### src/rtl/exu_pkg.sv
package exu_pkg;

  localparam int INSTR_W = 32;
  localparam int OPC_W   = 6;
  localparam int FN_W    = 6;
  localparam int IDX_W   = 5;
  localparam int IMM_W   = 16;

  localparam logic [OPC_W-1:0] OPC_REG       = 6'h00;
  localparam logic [OPC_W-1:0] OPC_ADD_IMM_A = 6'h08;
  localparam logic [OPC_W-1:0] OPC_ADD_IMM_B = 6'h09;
  localparam logic [OPC_W-1:0] OPC_AND_IMM   = 6'h0c;
  localparam logic [OPC_W-1:0] OPC_OR_IMM    = 6'h0d;
  localparam logic [OPC_W-1:0] OPC_UPPER_IMM = 6'h0f;

  localparam logic [FN_W-1:0] FN_SHL  = 6'h00;
  localparam logic [FN_W-1:0] FN_SHRL = 6'h02;
  localparam logic [FN_W-1:0] FN_SHRA = 6'h03;

  typedef enum logic [2:0] {
    ALU_SHL,
    ALU_SHRL,
    ALU_SHRA,
    ALU_ADD,
    ALU_AND,
    ALU_OR,
    ALU_UPPER,
    ALU_NONE
  } alu_op_e;

  typedef struct packed {
    alu_op_e          alu;
    logic             sext;
    logic             upper;
    logic [IDX_W-1:0] dest;
    logic             legal;
  } dec_t;

endpackage

### src/rtl/exu_decode.sv
module exu_decode
  import exu_pkg::*;
(
  input  logic [OPC_W-1:0] opcode,
  input  logic [FN_W-1:0]  funct,
  input  logic [IDX_W-1:0] rt_idx,
  input  logic [IDX_W-1:0] rd_idx,
  output dec_t             dec
);

  always_comb begin
    dec.alu   = ALU_NONE;
    dec.sext  = 1'b0;
    dec.upper = 1'b0;
    dec.dest  = '0;
    dec.legal = 1'b0;
    unique case (opcode)
      OPC_REG: begin
        unique case (funct)
          FN_SHL: begin
            dec.alu   = ALU_SHL;
            dec.dest  = rd_idx;
            dec.legal = 1'b1;
          end
          FN_SHRL: begin
            dec.alu   = ALU_SHRL;
            dec.dest  = rd_idx;
            dec.legal = 1'b1;
          end
          FN_SHRA: begin
            dec.alu   = ALU_SHRA;
            dec.dest  = rd_idx;
            dec.legal = 1'b1;
          end
          default: ;
        endcase
      end
      OPC_ADD_IMM_A, OPC_ADD_IMM_B: begin
        dec.alu   = ALU_ADD;
        dec.sext  = 1'b1;
        dec.dest  = rt_idx;
        dec.legal = 1'b1;
      end
      OPC_AND_IMM: begin
        dec.alu   = ALU_AND;
        dec.dest  = rt_idx;
        dec.legal = 1'b1;
      end
      OPC_OR_IMM: begin
        dec.alu   = ALU_OR;
        dec.dest  = rt_idx;
        dec.legal = 1'b1;
      end
      OPC_UPPER_IMM: begin
        dec.alu   = ALU_UPPER;
        dec.upper = 1'b1;
        dec.dest  = rt_idx;
        dec.legal = 1'b1;
      end
      default: ;
    endcase
  end

endmodule

### src/rtl/exu_operand.sv
module exu_operand
  import exu_pkg::*;
#(
  parameter int DATA_W = 32
) (
  input  logic [IMM_W-1:0]  imm,
  input  logic              sext,
  input  logic              upper,
  output logic [DATA_W-1:0] imm_ext
);

  localparam int PAD_W = DATA_W - IMM_W;

  logic              fill_bit;
  logic [DATA_W-1:0] low_form;
  logic [DATA_W-1:0] high_form;

  assign fill_bit  = sext & imm[IMM_W-1];
  assign low_form  = {{PAD_W{fill_bit}}, imm};
  assign high_form = {{(PAD_W - IMM_W){1'b0}}, imm, {IMM_W{1'b0}}};
  assign imm_ext   = upper ? high_form : low_form;

endmodule

### src/rtl/exu_shift.sv
module exu_shift #(
  parameter int W  = 32,
  parameter int AW = $clog2(W)
) (
  input  logic [W-1:0]  din,
  input  logic [AW-1:0] amt,
  input  logic          left,
  input  logic          arith,
  output logic [W-1:0]  dout
);

  logic [W-1:0] pre;
  logic [W-1:0] post;
  logic         fill;
  logic [W-1:0] stg [AW+1];

  // Left shifts reuse the right-shift network on a bit-reversed word.
  for (genvar i = 0; i < W; i++) begin : g_rev
    assign pre[i]  = left ? din[W-1-i]  : din[i];
    assign dout[i] = left ? post[W-1-i] : post[i];
  end

  assign fill   = arith & ~left & din[W-1];
  assign stg[0] = pre;

  for (genvar s = 0; s < AW; s++) begin : g_stage
    localparam int STEP = 2 ** s;
    assign stg[s+1] = amt[s] ? {{STEP{fill}}, stg[s][W-1:STEP]} : stg[s];
  end

  assign post = stg[AW];

endmodule

### src/rtl/exu_alu.sv
module exu_alu
  import exu_pkg::*;
#(
  parameter int DATA_W = 32,
  parameter int SH_W   = $clog2(DATA_W)
) (
  input  alu_op_e           op,
  input  logic [DATA_W-1:0] src_a,
  input  logic [DATA_W-1:0] src_b,
  input  logic [DATA_W-1:0] imm_ext,
  input  logic [SH_W-1:0]   shamt,
  output logic [DATA_W-1:0] res
);

  logic [DATA_W-1:0] shifted;
  logic              is_left;
  logic              is_arith;

  assign is_left  = (op == ALU_SHL);
  assign is_arith = (op == ALU_SHRA);

  exu_shift #(
    .W  (DATA_W),
    .AW (SH_W)
  ) shift_i (
    .din   (src_b),
    .amt   (shamt),
    .left  (is_left),
    .arith (is_arith),
    .dout  (shifted)
  );

  always_comb begin
    unique case (op)
      ALU_SHL, ALU_SHRL, ALU_SHRA: res = shifted;
      ALU_ADD:                     res = src_a + imm_ext;
      ALU_AND:                     res = src_a & imm_ext;
      ALU_OR:                      res = src_a | imm_ext;
      ALU_UPPER:                   res = imm_ext;
      default:                     res = '0;
    endcase
  end

endmodule

### src/rtl/int_exec_unit.sv
module int_exec_unit
  import exu_pkg::*;
#(
  parameter int DATA_W = 32
) (
  input  logic              clk,
  input  logic              rst_n,
  input  logic              in_valid,
  input  logic [31:0]       instr,
  input  logic [DATA_W-1:0] rs_val,
  input  logic [DATA_W-1:0] rt_val,
  output logic              out_valid,
  output logic [DATA_W-1:0] result,
  output logic              wr_en,
  output logic [4:0]        dest_idx,
  output logic              unsupported
);

  localparam int SH_W = $clog2(DATA_W);

  logic rst_meta_n;
  logic rst_sync_n;

  always_ff @(posedge clk or negedge rst_n) begin
    if (!rst_n) begin
      rst_meta_n <= 1'b0;
      rst_sync_n <= 1'b0;
    end else begin
      rst_meta_n <= 1'b1;
      rst_sync_n <= rst_meta_n;
    end
  end

  logic [OPC_W-1:0] f_opc;
  logic [IDX_W-1:0] f_rt;
  logic [IDX_W-1:0] f_rd;
  logic [SH_W-1:0]  f_sh;
  logic [FN_W-1:0]  f_fn;
  logic [IMM_W-1:0] f_imm;
  logic [4:0]       unused_rs_field;

  assign f_opc           = instr[31:26];
  assign unused_rs_field = instr[25:21];
  assign f_rt            = instr[20:16];
  assign f_rd            = instr[15:11];
  assign f_sh            = instr[6 +: SH_W];
  assign f_fn            = instr[5:0];
  assign f_imm           = instr[15:0];

  dec_t              dec;
  logic [DATA_W-1:0] imm_ext;
  logic [DATA_W-1:0] alu_res;

  exu_decode dec_i (
    .opcode (f_opc),
    .funct  (f_fn),
    .rt_idx (f_rt),
    .rd_idx (f_rd),
    .dec    (dec)
  );

  exu_operand #(.DATA_W(DATA_W)) opnd_i (
    .imm     (f_imm),
    .sext    (dec.sext),
    .upper   (dec.upper),
    .imm_ext (imm_ext)
  );

  exu_alu #(.DATA_W(DATA_W), .SH_W(SH_W)) alu_i (
    .op      (dec.alu),
    .src_a   (rs_val),
    .src_b   (rt_val),
    .imm_ext (imm_ext),
    .shamt   (f_sh),
    .res     (alu_res)
  );

  logic              vld_d,  vld_q;
  logic              we_d,   we_q;
  logic              uns_d,  uns_q;
  logic [DATA_W-1:0] res_d,  res_q;
  logic [IDX_W-1:0]  dst_d,  dst_q;
  logic              pay_en;

  always_comb begin
    pay_en = in_valid;
    vld_d  = in_valid;
    we_d   = in_valid & dec.legal & (dec.dest != '0);
    uns_d  = in_valid & ~dec.legal;
    res_d  = dec.legal ? alu_res : '0;
    dst_d  = dec.legal ? dec.dest : '0;
  end

  always_ff @(posedge clk or negedge rst_sync_n) begin
    if (!rst_sync_n) begin
      vld_q <= 1'b0;
      we_q  <= 1'b0;
      uns_q <= 1'b0;
      res_q <= '0;
      dst_q <= '0;
    end else begin
      vld_q <= vld_d;
      we_q  <= we_d;
      uns_q <= uns_d;
      if (pay_en) begin
        res_q <= res_d;
        dst_q <= dst_d;
      end
    end
  end

  assign out_valid   = vld_q;
  assign wr_en       = we_q;
  assign unsupported = uns_q;
  assign result      = res_q;
  assign dest_idx    = dst_q;

endmodule

### config.mk
export PLATFORM = sky130hd
export DESIGN_NAME = int_exec_unit
export DESIGN_NICKNAME = d
export VERILOG_FILES = /design/src/rtl/exu_pkg.sv /design/src/rtl/exu_decode.sv /design/src/rtl/exu_operand.sv /design/src/rtl/exu_shift.sv /design/src/rtl/exu_alu.sv /design/src/rtl/int_exec_unit.sv
export SDC_FILE = /design/constraint.sdc
export NUM_CORES = 1
export LEC_CHECK = 0
export ABC_AREA = 1
export BUFFER_PORTS_ARGS = -buffer_cell sky130_fd_sc_hd__buf_2
export CORE_AREA = 2 2 175 91
export CTS_BUF_LIST = sky130_fd_sc_hd__clkbuf_4
export DETAILED_ROUTE_END_ITERATION = 10
export DIE_AREA = 0 0 177 93
export PLACE_DENSITY = 0.88
export SLEW_MARGIN = 20
export SYNTH_ARGS = -nofsm -noshare
export SYNTH_HDL_FRONTEND = slang
export SYNTH_SLANG_ARGS = --single-unit
export TNS_END_PERCENT = 100
### constraint.sdc
create_clock -name clk -period 1.3 [get_ports clk]
set_input_delay 0.26 -clock clk [delete_from_list [all_inputs] [get_ports clk]]
set_output_delay 0.26 -clock clk [all_outputs]
set_load 0.03 [all_outputs]
==> flow_metrics.tcl, run 1 <==
set metrics [dict create \
    flow.stopped_at "5_1_grt" \
    grt_pass1_wl_mm 97.9 \
    root_buffer "clkbuf_4" \
    tool.error "[ERROR GRT-0116] Global routing finished with congestion. Check the congestion regions in the DRC Viewer." \
    io_buffers 133 \
    outcome "stopped before the end" \
    ys_async_sr_fraction_pct 100 \
    hpwlAfterDp_mm 32.8 \
    ys_seq_area_share_pct 13.3 \
    start_util_pct 52.7 \
    synth_top_area_cell "nand3_1" \
    yosysMostFrequentCell "nand2_1" \
    cts_buffers 5 \
    synthFlopType "dfrtp_1" \
    die_x_um 177 \
    dp_cells 1958 \
    syn_area_mm2 0.00792 \
    clockBufferDepth 2 \
    ys_ff_latch 42 \
    h-tree-depth 2 \
    placed_area_mm2 0.0106 \
    synth_cells 1443 \
    grt_usage_pct 79.5 \
    yosysWarnings 0 \
    rows 32 \
    syn-num-nets 1607 \
    grt_pass1_vias 16500 \
    synth_common_cells "nand2_1 (409), nand3_1 (356), inv_1 (182)" \
    synth.area.top_cells "nand3_1 (22%), nand2_1 (19%), dfrtp_1 (13%)" \
    clock_sinks 42 \
    avgSynthCellArea_um2 5.49 \
    pin_count 139 \
    die_h_um 93 \
    grt_max_degree 41 \
    synth_cell_types 38 \
    gp_congestion 1.15 \
    grt-ovfl-total 48 \
    synth_edf_count 0 \
    synth_top_area_share_pct 22.5 \
]
==> per-stage QoR <==
| step | setup WS [ns] | hold WS [ns] |
|---|---|---|
| after floorplan | -1.97 | -0.0356 |
| after global placement | -2.17 | 0.0464 |
| after detailed placement | -2.22 | 0.0495 |
| after CTS | -1.64 | 0.188 |
==> what timing repair did <==
item,4_1_cts
buffers inserted,67
cloned,11
pin swaps,172
endpoints found under the setup margin,39
hold buffers,1
endpoints found under the hold margin,2
resized for setup,540
==> cells by family after synthesis <==
| kind of cell | after synthesis | share of synthesized area, % |
|---|---|---|
| buffers and inverters | 269 | 13.4 |
| AOI/OAI and AO/OA | 168 | 12.3 |
| xor gates and xnor gates | 4 | 0.442 |
| adders and majority gates | 65 | 10.4 |
| DFF | 42 | 13.3 |
| other | 1 | 0.0474 |
| and+or+nand+nor | 894 | 50.2 |
==> per-layer routing <==
layer	track usage, %	GRT overflow
met1	82.7	7
met3	68.2	2
met2	91.1	20
met4	71.5	19
met5	47.4	0
==> run 2, diff against run 1 <==
--- a/config.mk
+++ b/config.mk
@@ -7,11 +7,10 @@
 export LEC_CHECK = 0
 export ABC_AREA = 1
 export BUFFER_PORTS_ARGS = -buffer_cell sky130_fd_sc_hd__buf_2
-export CORE_AREA = 2 2 175 91
-export CTS_BUF_LIST = sky130_fd_sc_hd__clkbuf_4
+export CORE_AREA = 2 2 144 146
 export DETAILED_ROUTE_END_ITERATION = 10
-export DIE_AREA = 0 0 177 93
-export PLACE_DENSITY = 0.88
+export DIE_AREA = 0 0 146 148
+export PLACE_DENSITY_LB_ADDON = 0.15
 export SLEW_MARGIN = 20
 export SYNTH_ARGS = -nofsm -noshare
 export SYNTH_HDL_FRONTEND = slang
==> constraint.sdc (replaced) <==
create_clock -name clk -period 1.7 [get_ports clk]
set_input_delay 0.34 -clock clk [delete_from_list [all_inputs] [get_ports clk]]
set_output_delay 0.34 -clock clk [all_outputs]
set_load 0.03 [all_outputs]
==> flow_metrics.tcl, run 2 <==
set metrics [dict create \
    antenna_left 0 \
    grt-ovfl-total 0 \
    endpoint_kind "flop" \
    fin_worst_skew_ns 0.00227 \
    path_class "input pin to flop" \
    ys_async_sr_fraction_pct 100 \
    syn_area_mm2 0.00792 \
    dp_cells 2005 \
    cts_tree "yes" \
    outcome "finished, violations left" \
    drcViolationCount 0 \
    regToRegEndpoint "result[21]" \
    grt_usage_pct 32.8 \
    power_density_mw_per_mm2 364 \
    most-common-layout-cells "nand2_1 (305), buf_4 (238), nand3_1 (170), inv_1 (168), nand3_2 (152)" \
    synth_edf_count 0 \
    setup.worst_path.start_class "input pin" \
    synth_top_area_cell "nand3_1" \
    antenna_cells 0 \
    max-cap-violations 0 \
    grt_pass1_vias 11100 \
    vias 11800 \
    drt_wl_total_mm 38.0 \
    area_growth_pct 75.5 \
    max_slew_margin_pct 60.6 \
    crit_fanout 6 \
    worst_skew_pair.late_latency_ns 0.29 \
    clockBufferDepth 2 \
    start_util_pct 39.5 \
    finalMaxSlewViolations 0 \
    synth_cells 1443 \
    gp_congestion 0.989 \
    viasPerCell 5.75 \
    die-area_mm2 0.0216 \
    layout-drive-gt1-share_pct 50.3 \
    die_x_um 146 \
    hold_viol 0 \
    nets 1952 \
    antenna_found_initial 0 \
    worst_slew_pin_slew_ns 0.591 \
    core_area_mm2 0.0200 \
    syn-num-nets 1607 \
    leakagePower_nw 6.98 \
    synth.area.top_cells "nand3_1 (22%), nand2_1 (19%), dfrtp_1 (13%)" \
    clk_pin_slew_ns 0.06 \
    max_freq_mhz 334 \
    grt_pass1_wl_mm 57.4 \
    wl_per_cell_um 18.5 \
    die_h_um 148 \
    cts_buffers 5 \
    grt_setup_unrepaired "yes" \
    layout_commonest_cell "nand2_1" \
    yosysMostFrequentCell "nand2_1" \
    firstDrtPassIters 5 \
    synth_common_cells "nand2_1 (409), nand3_1 (356), inv_1 (182)" \
    root_buffer "clkbuf_16" \
    ys_ff_latch 42 \
    timing.rr.start "result[21]" \
    clock_sinks 42 \
    final-instance-count-excl-fill 2059 \
    grt_max_degree 41 \
    synth_cell_types 38 \
    drt_iter0_drc 1491 \
    setup_viol 32 \
    synth_top_area_share_pct 22.5 \
    synthFlopType "dfrtp_1" \
    critPathRequiredTime_ns 1.93 \
    r2r_slack_ns 1.04 \
    pre_cts_ws_ns -1.77 \
    peakVddDrop_mv 0.351 \
    hpwlAfterDp_mm 26.8 \
    yosysWarnings 0 \
    post-route-period-util_pct 176 \
    violations "setup timing" \
    avgSynthCellArea_um2 5.49 \
    h-tree-depth 2 \
    largest_register_ffs 32 \
    hp-class "flop to asynchronous set/reset pin" \
    rr_worst_depth 2 \
    ys_seq_area_share_pct 13.3 \
    pin_count 139 \
    period_minus_slack_ns 2.99 \
    setup_slack_ns -1.29 \
    io_buffers 133 \
    rows 52 \
    cp.arrival_ns 3.22 \
]
## run 2: cell counts after synthesis
Identical to the previous run, type by type.
## run 2: worst max path at each step
stage | startpoint | to | slack [ns] | cells past startpoint
2_1_floorplan | instr[30] | result[24] | -1.65 | 28
3_3_place_gp | instr[29] | result[19] | -1.79 | 24
3_5_place_dp | instr[29] | result[20] | -1.77 | 27
4_1_cts | instr[31] | result[20] | -1.30 | 26
5_1_grt | instr[28] | result[17] | -1.40 | 24
6_report | instr[29] | result[17] | -1.29 | 24
## run 2: cell families after synthesis
group | synth area share [%]
flops | 13.3
compound gates | 12.3
other cells | 0.0474
xor+xnor | 0.442
fa+ha+maj | 10.4
buf+inv | 13.4
simple gates | 50.2
## run 2: where the power goes
| part | switching [mW] | internal (mW) |
|---|---|---|
| clock network | 0.381 | 0.693 |
| logic | 1.73 | 1.21 |
| registers | 0.0157 | 1.03 |
| total | 2.13 | 2.93 |
## run 2: per-layer routing
layer / vias up / track usage, % / part of all wire (%)
met5: - / 0 / 0
met4: 0 / 12.4 / 4.8
met3: 145 / 5.37 / 8.5
met2: 638 / 55.7 / 48
met1: 5564 / 42.0 / 39
li1: 5496 / - / -
## run 2: area by class of cell
class | count | area, um2
timing repair buffer | 414 | 3180
fill | 1699 | 6140
tap | 270 | 338
multi-input combinational | 1132 | 8430
inverter | 193 | 734
clock inverter | 2 | 37.5
clock buffer | 6 | 129
sequential | 42 | 1050
## run 2: per-stage QoR
step / utilization (%) / area [um2] / power (mW) / hold WS [ns] / setup TNS [ns]
final: 69.4 / 13900 / 5.06 / 0.308 / -37.10
after detailed placement: 52.7 / 10600 / 3.14 / 0.128 / -49.57
after global routing: 69.4 / 13900 / 5.33 / 0.368 / -41.89
after CTS: 63.1 / 12600 / 4.66 / 0.327 / -35.10
after global placement: 52.7 / 10600 / 3.13 / 0.127 / -48.88
after floorplan: - / 8020 / 2.24 / 0.0444 / -37.72
## run 2: critical path: stages
cell,delay [ns]
buf_6,0.09
nand2_2,0.05
inv_2,0.04
nand2_2,0.06
nor2_4,0.04
buf_6,0.13
buf_12,0.13
nor2_4,0.17
inv_2,0.06
ha_4,0.27
nand3_4,0.09
a31oi_4,0.22
nor2_2,0.07
o21ai_2,0.24
a21oi_4,0.11
buf_6,0.13
o21ai_4,0.20
a21oi_2,0.11
xor2_1,0.18
o21ai_2,0.20
inv_1,0.07
nand2_1,0.08
nand2_1,0.06
nand2_1,0.06
## run 2: timing repair
item | in CTS | in global routing
setup endpoints to repair | 32 | 36
endpoints found under the hold margin | 2 | 0
pin swaps | 133 | 127
gates resized for setup | 347 | 262
hold buffers | 1 | 0
buffers inserted | 30 | 15
cloned | 4 | 3
Power figures use the tool's default switching activity.
